<file path="config.mk">
export PLATFORM = sky130hd
export DESIGN_NAME = fib_fetch_buffer
export DESIGN_NICKNAME = d
export VERILOG_FILES = /design/src/rtl/fib_pkg.sv /design/src/rtl/fib_flash_model.sv /design/src/rtl/fib_line_store.sv /design/src/rtl/fib_fill_ctrl.sv /design/src/rtl/fib_fetch_buffer.sv
export SDC_FILE = /design/constraint.sdc
export NUM_CORES = 1
export LEC_CHECK = 0
export ABC_AREA = 1
export BUFFER_PORTS_ARGS = -buffer_cell sky130_fd_sc_hd__buf_4
export CORE_UTILIZATION = 50
export DETAILED_ROUTE_END_ITERATION = 10
export PLACE_DENSITY = 0.72
export SYNTH_ARGS = -nofsm -noshare
export SYNTH_HDL_FRONTEND = slang
export SYNTH_SLANG_ARGS = --single-unit
</file>
<file path="constraint.sdc">
create_clock -name clk -period 3.7 [get_ports clk]
set_input_delay 0.185 -clock clk [delete_from_list [all_inputs] [get_ports clk]]
set_output_delay 0.185 -clock clk [all_outputs]
set_load 0.005 [all_outputs]
</file>
<file path="src/rtl/fib_pkg.sv">
// Shared constants, types and the flash content function for the fetch buffer.
// Assumes 16-bit instructions packed two to a 32-bit flash word.
package fib_pkg;
    localparam int HW_W      = 16;
    localparam int WORD_W    = 32;
    localparam int SLOTS     = 2;
    localparam int SLOT_W    = $clog2(SLOTS);
    localparam int LINE_BITS = SLOTS * WORD_W;

    localparam logic [1:0] TR_NONSEQ = 2'b10;
    localparam logic [1:0] TR_SEQ    = 2'b11;

    typedef enum logic {FILL_IDLE, FILL_BUSY} fill_state_t;

    // Content of the flash halfword at a given halfword index.
    function automatic logic [HW_W-1:0] flash_half(input logic [31:0] hidx);
        return hidx[HW_W-1:0] ^ 16'hC3A5;
    endfunction

    // Content of the flash word at a given word index, low halfword first.
    function automatic logic [WORD_W-1:0] flash_word(input logic [31:0] widx);
        return {flash_half({widx[30:0], 1'b1}), flash_half({widx[30:0], 1'b0})};
    endfunction
endpackage

</file>
<file path="src/rtl/fib_flash_model.sv">
// Synchronous flash array model with a fixed read latency.
// A request pulse latches a word address; the word is presented with
// rvalid_o LAT cycles later. A new request may be issued in the rvalid cycle.
module fib_flash_model
    import fib_pkg::*;
#(
    parameter int WADDR_W = 14,
    parameter int LAT     = 2
) (
    input  logic               clk,
    input  logic               rst_n,
    input  logic               req_i,
    input  logic [WADDR_W-1:0] waddr_i,
    output logic               rvalid_o,
    output logic [WORD_W-1:0]  rdata_o
);
    localparam int CNT_W = $clog2(LAT + 1);

    logic               busy_q;
    logic [CNT_W-1:0]   cnt_q;
    logic [WADDR_W-1:0] addr_q;

    // Track the outstanding read and count down its latency.
    always_ff @(posedge clk) begin
        if (!rst_n) begin
            busy_q <= 1'b0;
            cnt_q  <= '0;
            addr_q <= '0;
        end else if (req_i) begin
            busy_q <= 1'b1;
            cnt_q  <= CNT_W'(LAT - 1);
            addr_q <= waddr_i;
        end else if (busy_q) begin
            if (cnt_q == '0) busy_q <= 1'b0;
            else             cnt_q  <= cnt_q - 1'b1;
        end
    end

    assign rvalid_o = busy_q && (cnt_q == '0);
    assign rdata_o  = flash_word(32'(addr_q));


    // req_overlap_chk
    req_overlap_chk: assert property (@(posedge clk) disable iff (!rst_n)
        req_i |-> (!busy_q || rvalid_o));
endmodule

</file>
<file path="src/rtl/fib_line_store.sv">
// Line buffer storage: SLOTS words plus one even-parity bit per halfword.
// Parity is computed from the clean flash data at write time. The read path
// applies the fault flip mask and recomputes parity on the delivered word.
module fib_line_store
    import fib_pkg::*;
(
    input  logic                 clk,
    input  logic                 rst_n,
    input  logic                 wr_en_i,
    input  logic [SLOT_W-1:0]    wr_slot_i,
    input  logic [WORD_W-1:0]    wr_data_i,
    input  logic [SLOT_W-1:0]    rd_slot_i,
    input  logic [LINE_BITS-1:0] flip_mask_i,
    output logic [WORD_W-1:0]    rd_data_o,
    output logic                 par_bad_o
);
    localparam int HALVES = WORD_W / HW_W;

    logic [WORD_W-1:0] data_q [SLOTS];
    logic [HALVES-1:0] par_q  [SLOTS];

    for (genvar s = 0; s < SLOTS; s++) begin : g_slot
        // Store one word and its per-halfword parity when its slot is written.
        always_ff @(posedge clk) begin
            if (!rst_n) begin
                data_q[s] <= '0;
                par_q[s]  <= '0;
            end else if (wr_en_i && (wr_slot_i == SLOT_W'(s))) begin
                data_q[s] <= wr_data_i;
                for (int h = 0; h < HALVES; h++)
                    par_q[s][h] <= ^wr_data_i[h*HW_W +: HW_W];
            end
        end
    end

    logic [WORD_W-1:0] mask_word;
    logic [HALVES-1:0] par_now;

    // Select the requested word, corrupt it by the mask, and check parity.
    always_comb begin
        mask_word = flip_mask_i[rd_slot_i*WORD_W +: WORD_W];
        rd_data_o = data_q[rd_slot_i] ^ mask_word;
        for (int h = 0; h < HALVES; h++)
            par_now[h] = ^rd_data_o[h*HW_W +: HW_W];
        par_bad_o = (par_now != par_q[rd_slot_i]);
    end


    // clean_parity_chk
    clean_parity_chk: assert property (@(posedge clk) disable iff (!rst_n)
        (flip_mask_i == '0) |-> !par_bad_o);
endmodule

</file>
<file path="src/rtl/fib_fill_ctrl.sv">
// Line refill sequencer. On start it reads NWORDS consecutive words from
// flash, starting at the line base, and writes each one into its slot
// unless freeze is high when that word arrives. Pulses done_o with the last word.
module fib_fill_ctrl
    import fib_pkg::*;
#(
    parameter int WADDR_W = 14
) (
    input  logic               clk,
    input  logic               rst_n,
    input  logic               start_i,
    input  logic [WADDR_W-1:0] base_i,
    input  logic [SLOT_W:0]    nwords_i,
    input  logic               freeze_i,
    input  logic               rvalid_i,
    output logic               req_o,
    output logic [WADDR_W-1:0] req_waddr_o,
    output logic               wr_en_o,
    output logic [SLOT_W-1:0]  wr_slot_o,
    output logic               done_o,
    output logic               busy_o
);
    fill_state_t        state_q;
    logic [WADDR_W-1:0] base_q;
    logic [SLOT_W-1:0]  idx_q;
    logic [SLOT_W:0]    nwords_q;
    logic               last;

    assign last = (({1'b0, idx_q} + (SLOT_W+1)'(1)) == nwords_q);

    // Decode flash requests, line writes and completion from the state.
    always_comb begin
        busy_o      = (state_q == FILL_BUSY);
        req_o       = 1'b0;
        req_waddr_o = base_i;
        wr_en_o     = 1'b0;
        wr_slot_o   = idx_q;
        done_o      = 1'b0;
        if (state_q == FILL_IDLE) begin
            req_o = start_i;
        end else if (rvalid_i) begin
            wr_en_o     = !freeze_i;
            done_o      = last;
            req_o       = !last;
            req_waddr_o = base_q + WADDR_W'(idx_q) + WADDR_W'(1);
        end
    end

    // Advance through the words of the line.
    always_ff @(posedge clk) begin
        if (!rst_n) begin
            state_q  <= FILL_IDLE;
            base_q   <= '0;
            idx_q    <= '0;
            nwords_q <= '0;
        end else if (state_q == FILL_IDLE) begin
            if (start_i) begin
                state_q  <= FILL_BUSY;
                base_q   <= base_i;
                idx_q    <= '0;
                nwords_q <= nwords_i;
            end
        end else if (rvalid_i) begin
            if (last) state_q <= FILL_IDLE;
            else      idx_q   <= idx_q + 1'b1;
        end
    end


    // rvalid_unexpected_chk
    rvalid_unexpected_chk: assert property (@(posedge clk) disable iff (!rst_n)
        rvalid_i |-> busy_o);
endmodule

</file>
<file path="src/rtl/fib_fetch_buffer.sv">
// Flash instruction fetch buffer with AHB-Lite read port.
// Holds one line (1 or 2 words by cache_en_i) and serves hits with zero
// wait states; misses stall hready_o while the line refills from flash.
// Fault hooks: freeze_i blocks line data updates (replay), flip_mask_i
// corrupts delivered bits (flagged by parity when PARITY_EN).
// Assumes halfword-aligned fetches and a read-only bus master.
module fib_fetch_buffer
    import fib_pkg::*;
#(
    parameter int ADDR_W    = 16,
    parameter int FLASH_LAT = 2,
    parameter bit PARITY_EN = 1'b1
) (
    input  logic                 clk,
    input  logic                 rst_n,
    input  logic [ADDR_W-1:0]    haddr_i,
    input  logic [1:0]           htrans_i,
    output logic                 hready_o,
    output logic [WORD_W-1:0]    hrdata_o,
    output logic                 par_err_o,
    input  logic                 cache_en_i,
    input  logic                 freeze_i,
    input  logic [LINE_BITS-1:0] flip_mask_i
);
    localparam int WADDR_W = ADDR_W - 2;

    logic               dp_active_q;
    logic [ADDR_W-2:0]  dp_haddr_q;
    logic               cache_q;
    logic               line_valid_q;
    logic [WADDR_W-1:0] tag_q;

    logic               addr_ph, hit, start, mode_chg;
    logic [WADDR_W-1:0] dp_waddr, line_base;
    logic [SLOT_W-1:0]  rd_slot;
    logic [SLOT_W:0]    nwords;

    logic               fl_req, fl_rvalid;
    logic [WADDR_W-1:0] fl_waddr;
    logic [WORD_W-1:0]  fl_rdata;
    logic               wr_en, fill_done, fill_busy;
    logic [SLOT_W-1:0]  wr_slot;
    logic               par_bad;

    // Hit detection, stall and refill start for the current data phase.
    always_comb begin
        addr_ph   = ((htrans_i == TR_NONSEQ) || (htrans_i == TR_SEQ)) && hready_o;
        dp_waddr  = dp_haddr_q[ADDR_W-2:1];
        line_base = cache_q ? {dp_waddr[WADDR_W-1:1], 1'b0} : dp_waddr;
        rd_slot   = cache_q ? SLOT_W'(dp_waddr[0]) : '0;
        nwords    = cache_q ? (SLOT_W+1)'(2) : (SLOT_W+1)'(1);
        mode_chg  = (cache_en_i != cache_q);
        hit       = line_valid_q && !mode_chg && (tag_q == line_base);
        start     = dp_active_q && !hit && !fill_busy && !mode_chg;
    end

    assign hready_o = !dp_active_q || (hit && !fill_busy);

    // Register the address phase into the data phase when the bus advances.
    always_ff @(posedge clk) begin
        if (!rst_n) begin
            dp_active_q <= 1'b0;
            dp_haddr_q  <= '0;
        end else if (hready_o) begin
            dp_active_q <= addr_ph;
            if (addr_ph) dp_haddr_q <= haddr_i[ADDR_W-1:1];
        end
    end

    // Line bookkeeping: mode tracking, tag and valid state.
    always_ff @(posedge clk) begin
        if (!rst_n) begin
            cache_q      <= 1'b0;
            line_valid_q <= 1'b0;
            tag_q        <= '0;
        end else if (mode_chg && !fill_busy) begin
            cache_q      <= cache_en_i;
            line_valid_q <= 1'b0;
        end else if (start) begin
            tag_q        <= line_base;
            line_valid_q <= 1'b0;
        end else if (fill_done) begin
            line_valid_q <= 1'b1;
        end
    end

    fib_flash_model #(.WADDR_W(WADDR_W), .LAT(FLASH_LAT)) u_flash (
        .clk      (clk),
        .rst_n    (rst_n),
        .req_i    (fl_req),
        .waddr_i  (fl_waddr),
        .rvalid_o (fl_rvalid),
        .rdata_o  (fl_rdata)
    );

    fib_fill_ctrl #(.WADDR_W(WADDR_W)) u_fill (
        .clk         (clk),
        .rst_n       (rst_n),
        .start_i     (start),
        .base_i      (line_base),
        .nwords_i    (nwords),
        .freeze_i    (freeze_i),
        .rvalid_i    (fl_rvalid),
        .req_o       (fl_req),
        .req_waddr_o (fl_waddr),
        .wr_en_o     (wr_en),
        .wr_slot_o   (wr_slot),
        .done_o      (fill_done),
        .busy_o      (fill_busy)
    );

    fib_line_store u_line (
        .clk         (clk),
        .rst_n       (rst_n),
        .wr_en_i     (wr_en),
        .wr_slot_i   (wr_slot),
        .wr_data_i   (fl_rdata),
        .rd_slot_i   (rd_slot),
        .flip_mask_i (flip_mask_i),
        .rd_data_o   (hrdata_o),
        .par_bad_o   (par_bad)
    );

    if (PARITY_EN) begin : g_par
        assign par_err_o = dp_active_q && hready_o && par_bad;
    end else begin : g_nopar
        assign par_err_o = 1'b0;
    end


    // fill_stall_chk
    fill_stall_chk: assert property (@(posedge clk) disable iff (!rst_n)
        fill_busy |-> !hready_o);


    // hit_no_flash_chk
    hit_no_flash_chk: assert property (@(posedge clk) disable iff (!rst_n)
        (dp_active_q && hit) |-> !fl_req);


    // dphase_hold_chk
    dphase_hold_chk: assert property (@(posedge clk) disable iff (!rst_n)
        (dp_active_q && !hready_o) |=> (dp_active_q && $stable(dp_haddr_q)));


    // halfword_align_chk
    halfword_align_chk: assert property (@(posedge clk) disable iff (!rst_n)
        addr_ph |-> (haddr_i[0] == 1'b0));


    // mode_change_stall_chk
    mode_change_stall_chk: assert property (@(posedge clk) disable iff (!rst_n)
        (dp_active_q && mode_chg) |-> !hready_o);


    // perr_with_data_chk
    perr_with_data_chk: assert property (@(posedge clk) disable iff (!rst_n)
        par_err_o |-> (dp_active_q && hready_o));
endmodule

</file>
# After elaboration in Yosys (flattened, before gate mapping)
# Memories as Yosys holds them, arrays and structs flattened.
# Index checks and enable logic that the tools add are counted.
dict set report word_totals {
  register_bits 67
  ramBits 68
  inputBits 86
  output_inout_bits 34
  word_cells 118
  mem_count 2
}
# memory depth width read_ports rd_ports_with_merged_regs wr line_no
set memory_table {}
lappend memory_table {u_line.data_q 2 32 1 0 2 fib_line_store.sv:19} ;# logic [WORD_W-1:0] data_q [SLOTS];
lappend memory_table {u_line.par_q 2 2 1 0 2 fib_line_store.sv:20} ;# logic [HALVES-1:0] par_q [SLOTS];
dict set report classes {
  n_addsub 5
  eq_ne 9
  n_shift 1
  mux 38
  n_bitwise 14
  n_reduce_logical 36
}
# operator count
set op_table {}
lappend op_table {{32-bit 2-to-1 mux} 2}
lappend op_table {{16-bit parity} 4}
lappend op_table {{64-bit by 7-bit variable part select with 32-bit output} 1}
lappend op_table {{1-bit 2-to-1 mux} 33}
lappend op_table {{32-bit bitwise XOR} 1}
lappend op_table {{14-bit 2-to-1 mux} 2}
lappend op_table {{7-bit inverter with 8-bit output} 2}
lappend op_table {{14-bit by 1-bit adder with 14-bit output} 1}
lappend op_table {{14-bit by 1-bit adder with 14-bit output (second input constant)} 1}
lappend op_table {{14-bit equality test} 1}
lappend op_table {{1-bit logical AND} 13}
lappend op_table {{2-bit AND reduction} 5}
lappend op_table {{1-bit zero test} 6}
lappend op_table {{2-bit != test (second input constant)} 3}
lappend op_table {{1-bit bitwise OR} 6}
lappend op_table {{1-bit inverter} 5}
lappend op_table {{2-bit equality test (second input constant)} 2}
lappend op_table {{2-bit nonzero test} 2}
lappend op_table {{3-bit AND reduction} 1}
lappend op_table {{3-bit OR reduction} 1}
lappend op_table {{1-bit by 1-bit adder with 2-bit output (second input constant)} 1}
lappend op_table {{2-bit equality test} 1}
lappend op_table {{2-bit zero test} 1}
lappend op_table {{1-bit logical OR} 2}
lappend op_table {{6 further kinds} 6}

# Longest topological paths before layout
dict set report logic_depth {
  ltp_word 11
  ltp_mapped 21
  mapped_depth_nobuf 19
}

# Cells and area by module
# Synthesis repeated with hierarchy kept, for this count alone.
dict set report unflattened {
  hier_cells 1460
  hier_area_um2 9459.1
}
# module instances cells_each area_each_um2 seq_area_each_um2
set modules_own_cells {}
lappend modules_own_cells {fib_line_store 1 938 5853.1 2042.0}
lappend modules_own_cells {fib_fetch_buffer 1 225 1559.0 620.6}
lappend modules_own_cells {fib_fill_ctrl 1 185 1177.4 360.3}
lappend modules_own_cells {fib_flash_model 1 112 869.6 340.3}

# Worst setup path before layout
# OpenSTA, ideal clock, no wires.
dict set report synth_path {
  path_type {flip-flop to output port}
  start {reg cache_q}
  end {out par_err_o}
  t_arrival_ps 1780
  t_required_ps 3515
  setup_slack_ps 1735
  stages_incl_launch_ff 21
  path_buffers 3
  path_cell_list {dfxtp_1 buf_4 nand2_2 buf_6 buf_6 nand2_1 nand2_1 nand2_1 nand2_1 nand2_1 nand2_1 nand2_1 inv_1 nor2_1 nand2_1 nand2_1 nand2_1 nand3_1 nand2_1 nor2_1 nor2_1}
}
dict set report synth_via {
  word_cells_on_any_way 18
  cone_classes {3 x eq/ne; 1 x shift; 2 x mux; 1 x bitwise; 9 x reduce/logical; 2 x memory}
}
# element line_no
set synth_rtl {}
lappend synth_rtl {{start: declaration} fib_fetch_buffer.sv:29} ;# logic cache_q;
lappend synth_rtl {{start signal: assignment} fib_fetch_buffer.sv:77} ;# cache_q <= cache_en_i;
lappend synth_rtl {{1-bit 2-to-1 mux *} fib_fetch_buffer.sv:50} ;# rd_slot = cache_q ? SLOT_W'(dp_waddr[0]) : '0;
lappend synth_rtl {{64-bit by 7-bit variable part select with 32-bit output / memory read 2 x 32 bit (equally long branches)} -}
lappend synth_rtl {{32-bit bitwise XOR *} fib_line_store.sv:42} ;# rd_data_o = data_q[rd_slot_i] ^ mask_word;
lappend synth_rtl {{via hrdata_o[29]} fib_fetch_buffer.sv:19} ;# output logic [WORD_W-1:0] hrdata_o,
lappend synth_rtl {{16-bit parity *} fib_line_store.sv:44} ;# par_now[h] = ^rd_data_o[h*HW_W +: HW_W];
lappend synth_rtl {{2-bit != test *} fib_line_store.sv:45} ;# par_bad_o = (par_now != par_q[rd_slot_i]);
lappend synth_rtl {{1-bit logical AND *} fib_fetch_buffer.sv:125} ;# assign par_err_o = dp_active_q && hready_o && par_bad;
lappend synth_rtl {{end: declaration} fib_fetch_buffer.sv:20} ;# output logic par_err_o,
# The timed path passes the listed nets; every way through them passes the cells marked *.

# Worst setup path in the final report
dict set report layout_path {
  start {reg cache_q}
  end {out par_err_o}
}
dict set report layout_via {
  elab_chain_len 8
  word_cells_on_any_way 18
  cone_classes {3 x eq/ne; 1 x shift; 2 x mux; 1 x bitwise; 9 x reduce/logical; 2 x memory}
}
# element line_no
set layout_rtl {}
lappend layout_rtl {{parallel branches: the longest is 7 deep, another holds 64-bit by 7-bit variable part select with 32-bit output} -}
lappend layout_rtl {{1-bit logical AND *} fib_fetch_buffer.sv:125}
# Every way passes the cells marked *.

==> impl_results.md <==
- Status: finished clean
- Layout cells sized above 1: 0.144
- Adder-Cell Fraction of Synth Area: 0.00546
- Mapped Nets: 1200
- Required time worst endpoint: 3.51 ns
- Filler Cells Inserted: approximately 1300
- Register area: approximately 0.0023 mm2
- Multi-input gate area: 0.00377 mm2
- Synth Instances: 1111
- Area grow syn2layout: 18.2%
- Hold WC Path Type: in -> reg
- Setup crit end kind: output port
- N_diodes: 0
- Pwr Density: ~370 mW/mm2
- Drc violations: 0
- FFs w/ async S/R, synth: 0
- Number of flops mapped to enable cells by yosys: 33
- RSZ-0062 raised after global routing: false
- Synth Warn #: 0
- Seq cells post-synth: 100
- Initial antenna violation count: 0
- Seq/Total Area, Yosys: 0.339
- CTS tree: done
- Skew-Pair Late Insertion Delay: 0.35 ns
- CTS Buf Count: 9
- Htree depth: 3
- First-pass GRT wire length: 26.9 mm
- Die Span X: 119 um
- Postcts setup bufs: 0
- Vias in the first global route: 5804
- Synth unique cells: 36
- FP Rows: 42
- Layout Utilization: 0.609
- Mux cell area share after synthesis: 0.00437
- Setup TNS: 0 ns
- Mapped Area: 0.00688 mm2
- Fin nets: roughly 1300
- # port buffers: 116
- CTS resizes: 0
- Hold_buf cts: 0
- Vias per cell: 4.85
- Final min period: 2.90 ns
- Relative slew slack: 0.486
- Worst-path maximum fanout: 83
- Largest family of logic cells by synthesized area: simple AND/OR/NAND/NOR gates
- Routed len/inst: 11.8 um
- Commonest non-fill, non-tap cells in the layout: nand2_1, buf_4, inv_1, nand3_1, dfxtp_1
- Vias after detailed routing: 6697
- Initial DRT Pass Iterations: 5
- Slew Viols, Final: 0
- Synth Area in XOR/XNOR: 0.0584
- Hold Path Stages: 3
- Final Skew: approximately 0.0080 ns
- Initial core utilization: 0.515
- Compound-Gate Fraction of Synth Area: 0.0833
- CTS root buf: clkbuf_16
- Top cells by area, synth: nand2_1, dfxtp_1, edfxtp_1
- Tcrit/Tclk final: 0.784
- Setup violators final: 0
- Top cell type by total area after synthesis: nand2_1
- Max Fclk: around 0.34 GHz
- Slew @ Worst Pin: 0.769 ns
- Total Wirelength: 16.3 mm
- Most common cell after layout, fill and taps aside: nand2_1
- Share of the synthesized area in the top cell type: 0.272
- Syn Area/Cell: slightly above 6 um2
- I/O Pins: between 100 and 150
- P_leak: roughly 4.2 nW
- Core ar.: 0.0133 mm2
- CP arrival: around 2.7 ns
- Max Cap Viol: 0
- Full die area: 0.0142 mm2
- Antenna Nets Post-Route: 0
- Die Span Y: between 100 and 150 um
- DP Wirelength: 12.0 mm
- Crit Path Category: reg -> out
- Critical Path Start Type: flip-flop
- Final Hold Viols: 0
- Gpl congestion: 0.855
- Max clock buf depth: 2
- Largest net degree at the start of global routing: 84
- Clk slew on worst S/H paths: 0.07 ns
- Simple-gate area share of the yosys netlist: 0.397
- Ys flop type: dfxtp_1
- Peak VDD IR: 0.000298 V
- # clock sinks: 100
- DRC marker count from the first detailed-route iteration: 473
- Total grt overflow: 0
- Tot GR Track Use: 0.233
- Worst Reg-to-Reg Cells: 10
## cell usage after synthesis (2+ instances only)
| master | count |
|---|---|
| nand3_1 | 101 |
| o22ai_1 | 2 |
| nand4_1 | 2 |
| buf_2 | 12 |
| buf_4 | 7 |
| nand2_2 | 5 |
| nor2_1 | 58 |
| mux2i_1 | 3 |
| nor3_1 | 7 |
| xnor2_1 | 24 |
| xor2_1 | 20 |
| inv_1 | 113 |
| o21ai_1 | 14 |
| clkbuf_1 | 18 |
| dfxtp_1 | 67 |
| inv_2 | 17 |
| o21ai_2 | 3 |
| ha_1 | 3 |
| edfxtp_1 | 33 |
| a21oi_1 | 60 |
| o21ai_0 | 22 |
| buf_6 | 9 |
| nand2_1 | 498 |
## area by class of cell
class / count / share of cell area
clock buffers: 9 / 0.0277
repair buffers: 123 / 0.118
inverters: 131 / 0.0605
well taps: 176 / 0.0271
clock inverters: 7 / 0.0152
flip-flops and latches: 100 / 0.287
multi-input cells: 834 / 0.464
## stage by stage
stage | instance area (um2) | setup slack, ns | power, mW | hold slack, ns | std cells
6_report | 8130 | 0.800 | 3.03 | 0.107 | 1380
5_1_grt | 8130 | 0.576 | 3.20 | 0.107 | 1380
4_1_cts | 8130 | 0.808 | 3.05 | 0.0998 | 1380
3_5_place_dp | 7780 | 1.20 | 1.98 | 0.457 | 1364
3_3_place_gp | 7780 | 1.22 | 1.97 | 0.454 | 1364
2_1_floorplan | 6880 | 1.74 | 1.74 | 0.349 | 1111
## routing by layer
metal | GRT usage | vias up | routed length (um) | share of wire
li1 | - | 3641 | - | -
met1 | 0.305 | 2909 | 7780 | 0.48
met2 | 0.402 | 137 | 7580 | 0.47
met3 | 0.0316 | 10 | 746 | 0.046
met4 | 0.0609 | 0 | 150 | 0.0092
met5 | 0 | - | 0 | 0
## registers in the layout, indices dropped and copies added (netlist names), 2 cells and up
| name | flops |
|---|---|
| tag_q | 14 |
| u_fill.nwords_q | 2 |
| u_flash.addr_q | 14 |
| u_fill.base_q | 14 |
| u_line.data_q | 30 |
| u_flash.cnt_q | 2 |
| dp_haddr_q | 14 |
| u_line.par_q | 4 |
## worst max-delay path: stages (launching register included)
cell and delay, ns:
dfxtp_2 0.34, nand2_2 0.09, buf_12 0.31, nand2_1 0.14, nand2_1 0.15, nand3_1 0.13
nand2_1 0.14, nand2_1 0.06, nand2_1 0.09, nand2_1 0.06, nand2_1 0.10, nand2_1 0.06
nand2_1 0.08, nand2_1 0.05, nand3_1 0.07, nand2_1 0.05, nor2_1 0.16, nor2_1 0.09
buf_4 0.14
## worst paths after layout
kind                                       start  slack (ns)                        endpoint
hold / removal                       haddr_i[11]        0.11     dp_haddr_q[10]$_SDFFE_PN0P_
hold reg to reg   u_fill.base_q[10]$_SDFFE_PN0P_        0.47  u_fill.base_q[10]$_SDFFE_PN0P_
setup reg to reg      dp_haddr_q[1]$_SDFFE_PN0P_        1.22  u_flash.addr_q[0]$_SDFFE_PN0P_
setup / recovery            cache_q$_SDFFE_PN0P_        0.80                       par_err_o
## report_power, final
part           internal, mW  switching (mW)
logic                 0.299           0.432
registers              1.18          0.0417
clock network         0.665           0.414
total                  2.14           0.888
## logic make-up (layout without fill, tap and decap cells)
family | Yosys count | count (layout)
multiplexers | 3 | 3
AO/OA/AOI/OAI | 106 | 106
adder cells (fa/ha/maj) | 3 | 3
buffers and inverters | 177 | 270
flip-flops | 100 | 100
XOR/XNOR | 45 | 45
AND/OR/NAND/NOR | 677 | 677
Power figures use the tool's default switching activity.
